`src/rtl/eds_pkg.sv`:
```
package eds_pkg;
  localparam int LEN_W = 5;

  typedef enum logic [1:0] {
    BURST_1  = 2'd0,
    BURST_4  = 2'd1,
    BURST_8  = 2'd2,
    BURST_16 = 2'd3
  } burst_code_e;

  function automatic logic [LEN_W-1:0] burst_len(input logic [1:0] code);
    logic [LEN_W-1:0] n;
    case (burst_code_e'(code))
      BURST_1:  n = LEN_W'(1);
      BURST_4:  n = LEN_W'(4);
      BURST_8:  n = LEN_W'(8);
      default:  n = LEN_W'(16);
    endcase
    return n;
  endfunction
endpackage

```
`src/rtl/eds_sync.sv`:
```
module eds_sync #(
  parameter int   STAGES  = 2,
  parameter logic RST_VAL = 1'b0
) (
  input  logic clk,
  input  logic rst,
  input  logic d,
  output logic q
);
  logic [STAGES-1:0] chain;

  generate
    if (STAGES == 1) begin : g_one
      always_ff @(posedge clk) begin
        if (rst) chain <= RST_VAL;
        else     chain <= d;
      end
    end else begin : g_many
      always_ff @(posedge clk) begin
        if (rst) chain <= {STAGES{RST_VAL}};
        else     chain <= {chain[STAGES-2:0], d};
      end
    end
  endgenerate

  assign q = chain[STAGES-1];
endmodule

```
`src/rtl/eds_edge.sv`:
```
module eds_edge (
  input  logic clk,
  input  logic rst,
  input  logic pin_s,
  output logic rise
);
  // Holds the synchronized pin one cycle back. Cleared at reset, which reads as
  // "line asserted", so a line held low through reset gives no edge.
  logic pin_d;

  always_ff @(posedge clk) begin
    if (rst) pin_d <= 1'b0;
    else     pin_d <= pin_s;
  end

  // The internal request is active high, so its rising edge is a high-to-low
  // step of the synchronized pin.
  assign rise = pin_d & ~pin_s;
endmodule

```
`src/rtl/eds_burst_seq.sv`:
```
module eds_burst_seq
  import eds_pkg::*;
(
  input  logic             clk,
  input  logic             rst,
  input  logic             rise,
  input  logic [1:0]       code,
  input  logic             beat_done,
  output logic             txn_start,
  output logic             busy,
  output logic             last,
  output logic             ack,
  output logic [LEN_W-1:0] len
);
  logic [LEN_W-1:0] remaining;
  logic [LEN_W-1:0] new_len;

  assign new_len = burst_len(code);

  always_ff @(posedge clk) begin
    if (rst) begin
      txn_start <= 1'b0;
      busy      <= 1'b0;
      last      <= 1'b0;
      ack       <= 1'b0;
      len       <= '0;
      remaining <= '0;
    end else begin
      txn_start <= 1'b0;
      ack       <= 1'b0;
      if (!busy) begin
        if (rise) begin
          busy      <= 1'b1;
          txn_start <= 1'b1;
          len       <= new_len;
          remaining <= new_len;
          last      <= (new_len == LEN_W'(1));
        end
      end else if (beat_done) begin
        if (last) begin
          busy      <= 1'b0;
          last      <= 1'b0;
          ack       <= 1'b1;
          remaining <= '0;
        end else begin
          remaining <= remaining - LEN_W'(1);
          last      <= (remaining == LEN_W'(2));
        end
      end
    end
  end
endmodule

```
`src/rtl/eds_req_sync.sv`:
```
module eds_req_sync #(
  parameter int SYNC_STAGES = 2
) (
  input  logic                    clk,
  input  logic                    rst,
  input  logic                    req_n,
  input  logic [1:0]              burst_code,
  input  logic                    beat_done,
  output logic                    txn_start,
  output logic                    txn_busy,
  output logic                    last_beat,
  output logic [eds_pkg::LEN_W-1:0] txn_len,
  output logic                    dma_ack
);
  logic pin_s;
  logic rise_w;

  eds_sync #(.STAGES(SYNC_STAGES), .RST_VAL(1'b0)) u_sync (
    .clk (clk),
    .rst (rst),
    .d   (req_n),
    .q   (pin_s)
  );

  eds_edge u_edge (
    .clk   (clk),
    .rst   (rst),
    .pin_s (pin_s),
    .rise  (rise_w)
  );

  eds_burst_seq u_seq (
    .clk       (clk),
    .rst       (rst),
    .rise      (rise_w),
    .code      (burst_code),
    .beat_done (beat_done),
    .txn_start (txn_start),
    .busy      (txn_busy),
    .last      (last_beat),
    .ack       (dma_ack),
    .len       (txn_len)
  );
endmodule

```
`config.mk`:
```
export PLATFORM = sky130hd
export DESIGN_NAME = eds_req_sync
export DESIGN_NICKNAME = d
export VERILOG_FILES = /design/src/rtl/eds_pkg.sv /design/src/rtl/eds_sync.sv /design/src/rtl/eds_edge.sv /design/src/rtl/eds_burst_seq.sv /design/src/rtl/eds_req_sync.sv
export SDC_FILE = /design/constraint.sdc
export NUM_CORES = 1
export LEC_CHECK = 0
export BUFFER_PORTS_ARGS = -buffer_cell sky130_fd_sc_hd__buf_2
export CAP_MARGIN = 15
export CELL_PAD_IN_SITES_DETAIL_PLACEMENT = 0
export CELL_PAD_IN_SITES_GLOBAL_PLACEMENT = 1
export CORE_MARGIN = 4
export CORE_UTILIZATION = 34
export DETAILED_ROUTE_END_ITERATION = 12
export GPL_ROUTABILITY_DRIVEN = 0
export PLACE_DENSITY_LB_ADDON = 0.1
export RECOVER_POWER = 25
export SYNTH_ARGS = -nofsm -noshare
export SYNTH_HDL_FRONTEND = slang
export SYNTH_SLANG_ARGS = --single-unit
```
`constraint.sdc`:
```
create_clock -name clk -period 1.3 [get_ports clk]
set_input_delay 0.065 -clock clk [delete_from_list [all_inputs] [get_ports clk]]
set_output_delay 0.065 -clock clk [all_outputs]
set_load 0.1 [all_outputs]
```
==> results.py <==
metrics = {
    "worst_hold_path": {
        "min_path_type": "in -> reg",
    },
    "detailed_routing": {
        "dr.pass1.iters": 6,
        "remaining_drc_errors": 0,
        "viasPerCell": 4.976,
        "via_count": 632,
        "drt_wl_total_um": 1577,
        "wl_per_cell_um": 12.42,
        "drt-initial-drc-count": 3,
        "ant_nets": 0,
    },
    "power": {
        "power_density_mw_per_mm2": 1068,
        "totalPowerFinal_mw": 0.9156,
        "peakVddDrop_mv": 0.6901,
        "p_leak_nw": 0.3420,
    },
    "synthesis": {
        "synth_nets": 91,
        "ys_seq_area_share_pct": 44.68,
        "yosysMostFrequentCell": "dfxtp_1",
        "ys_async_sr_fraction_pct": 0,
        "syn_inst": 83,
        "yosysTopAreaCellShare_pct": 44.68,
        "synth_area_leaders": "dfxtp_1 45%, nor2b_1 6.1%, nand2_1 5.2%",
        "yosysWarningCount": 0,
        "ys_ff_latch": 16,
        "postSynthAreaPerCell_um2": 8.638,
        "synth_largest_area_cell": "dfxtp_1",
        "synth_commonest_cells": "16 x dfxtp_1, 10 x nand2_1, 7 x inv_1, 7 x nor2b_1, 6 x a21oi_1",
        "synth_ff_type": "dfxtp_1",
        "synth_area_um2": 716.9,
        "synth-edff-count": 0,
        "synth.distinct_cells": 29,
    },
    "die": {
        "die_x_um": 53.92,
        "coreArea_mm2": 0.001982,
        "fp.dieH_um": 53.92,
        "num_rows": 16,
        "ioPinCount": 15,
        "dieArea_mm2": 0.002907,
        "start_util_pct": 36.17,
    },
    "setup_path": {
        "cp.required_ns": 1.48,
        "worstSetupEndpointType": "register",
        "slowest_delay_ns": 0.46,
        "critPathArrivalTime_ns": 1.41,
        "critPathSlowestCell": "or3b_4",
        "crit_fanout": 12,
        "worst-setup-path-type": "reg -> reg",
        "path_cells": "or3b_4 > o21ai_1 > a31oi_1",
        "crit_path_start_kind": "register",
    },
    "cells_and_area": {
        "drive_gt1_share_pct": 23.00,
        "final_nets": 109,
        "layout.cells.non_filler": 127,
        "area.growth.synth_to_final_pct": 19.55,
        "fillers": 215,
        "antenna_cells_inserted": 0,
        "fin_util_pct": 43.24,
    },
    "sta": {
        "post-route-period-util_pct": 94.81,
        "setup_viol": 0,
        "final.setup_skew_ns": 0.004318,
        "hold_violations": 0,
        "finalMaxSlewViolations": 0,
        "max_freq_mhz": 811.3,
        "finalCriticalPeriod_ns": 1.233,
        "grt_setup_unrepaired": "yes",
        "setup_ws_ns": 0.06742,
    },
    "clocking": {
        "clock_latency_ns": 0.28,
        "clkSinkCount": 16,
        "numCtsBuffers": 3,
        "cts_tree": "done",
        "clockBufferDepth": 2,
        "cts_setup_buffers": 0,
        "root_buffer": "clkbuf_4",
        "h-tree-depth": 1,
        "path_clk_slew_ns": 0.09,
    },
    "place": {
        "dp_slack_ns": 0.04976,
        "dp_cells": 122,
        "port_buffers": 13,
        "dp_hpwl_um": 1116,
    },
    "global_route": {
        "grt_max_degree": 18,
        "grt_use_total_pct": 12.65,
        "grt_pass1_wl_um": 2566,
        "first_global_vias": 580,
        "antenna_found_initial": 0,
        "gr-total-overflow": 0,
    },
    "outcome": {
        "status": "finished, final reports clean",
    },
    "run": {
        "drv_cap": 0,
    },
}
report_power, final:
group	total (mW)	internal [mW]	leakage [nW]	switching [mW]
logic	0.130	0.0404	0.196	0.0900
registers	0.515	0.503	0.131	0.0127
clock network	0.270	0.119	0.0150	0.151
total	0.916	0.662	0.342	0.254
final cells by class:
cell class | instances | area (um2) | share of cell area (%)
Tap cell | 27 | 33.78 | 3.942
Sequential cell | 16 | 325.3 | 37.96
Clock buffer | 4 | 26.28 | 3.066
Timing Repair Buffer | 16 | 90.09 | 10.51
Inverter | 7 | 26.28 | 3.066
Multi-Input combinational cell | 57 | 355.3 | 41.46
cell usage in the layout, fill, tap and decap left out, types with 3 or more instances in the layout:
| cell type | synthesis | layout |
|---|---|---|
| a21oi_1 | 6 | 6 |
| buf_2 | 0 | 13 |
| clkbuf_4 | 0 | 3 |
| dfxtp_1 | 16 | 14 |
| inv_1 | 7 | 7 |
| nand2_1 | 10 | 10 |
| nor2_1 | 5 | 5 |
| nor2b_1 | 7 | 6 |
| o21ai_1 | 0 | 3 |
worst max-delay path, delay by kind of cell, from the launching register on:
kind | cells | cell delay, ns
flip-flops | 1 | 0.38
AND/OR/NAND/NOR | 1 | 0.46
AO/OA/AOI/OAI | 2 | 0.28
cell families (layout without fill, tap and decap cells):
| kind of cell | after synthesis | after routing | share of synthesized area [%] |
|---|---|---|---|
| buffers and inverters | 10 | 27 | 6.807 |
| adders and majority gates | 2 | 2 | 3.490 |
| DFF | 16 | 16 | 44.68 |
| other | 1 | 1 | 0.5231 |
| and+or+nand+nor | 34 | 34 | 26.18 |
| AOI/OAI and AO/OA | 20 | 20 | 18.33 |
per-stage QoR:
| step | TNS (ns) | hold WS (ns) | area, um2 |
|---|---|---|---|
| 2_1_floorplan | -0.1289 | 0.1362 | 724.4 |
| 3_3_place_gp | 0 | 0.2805 | 815.8 |
| 3_5_place_dp | 0 | 0.2813 | 815.8 |
| 4_1_cts | 0 | 0.06279 | 852.1 |
| 5_1_grt | -0.08263 | 0.07477 | 857.1 |
| 6_report | 0 | 0.07879 | 857.1 |
final timing paths:
kind	from	slack (ns)	endpoint	depth (start not counted)
setup / recovery	u_seq.busy	0.07	u_seq.remaining[4]	3
hold / removal	beat_done	0.08	u_seq.ack	3
setup reg to reg	u_seq.busy	0.07	u_seq.remaining[4]	3
hold reg to reg	u_sync.chain[0]	0.45	u_sync.chain[1]	1
what timing repair did:
item | in CTS | in global routing
hold endpoints to repair | 1 | 0
hold buffers | 1 | 0
gates resized for setup | 0 | 4
setup endpoints to repair | 0 | 3
flip-flops by register name, indices dropped and copies added (netlist names):
signal,flops
u_seq.len,4
u_seq.ack,1
u_seq.last,1
u_seq.busy,1
u_seq.remaining,5
u_sync.chain,2
u_seq.txn_start,1
u_edge.pin_d,1
metal layers:
layer | GRT usage, % | vias to the layer above | routed length [um]
met1 | 17.09 | 295 | 819
met3 | 4.986 | 4 | 59
met5 | 0 | - | 0
met4 | 3.830 | 0 | 13
li1 | - | 321 | -
met2 | 18.35 | 12 | 685
Power figures use the tool's default switching activity.
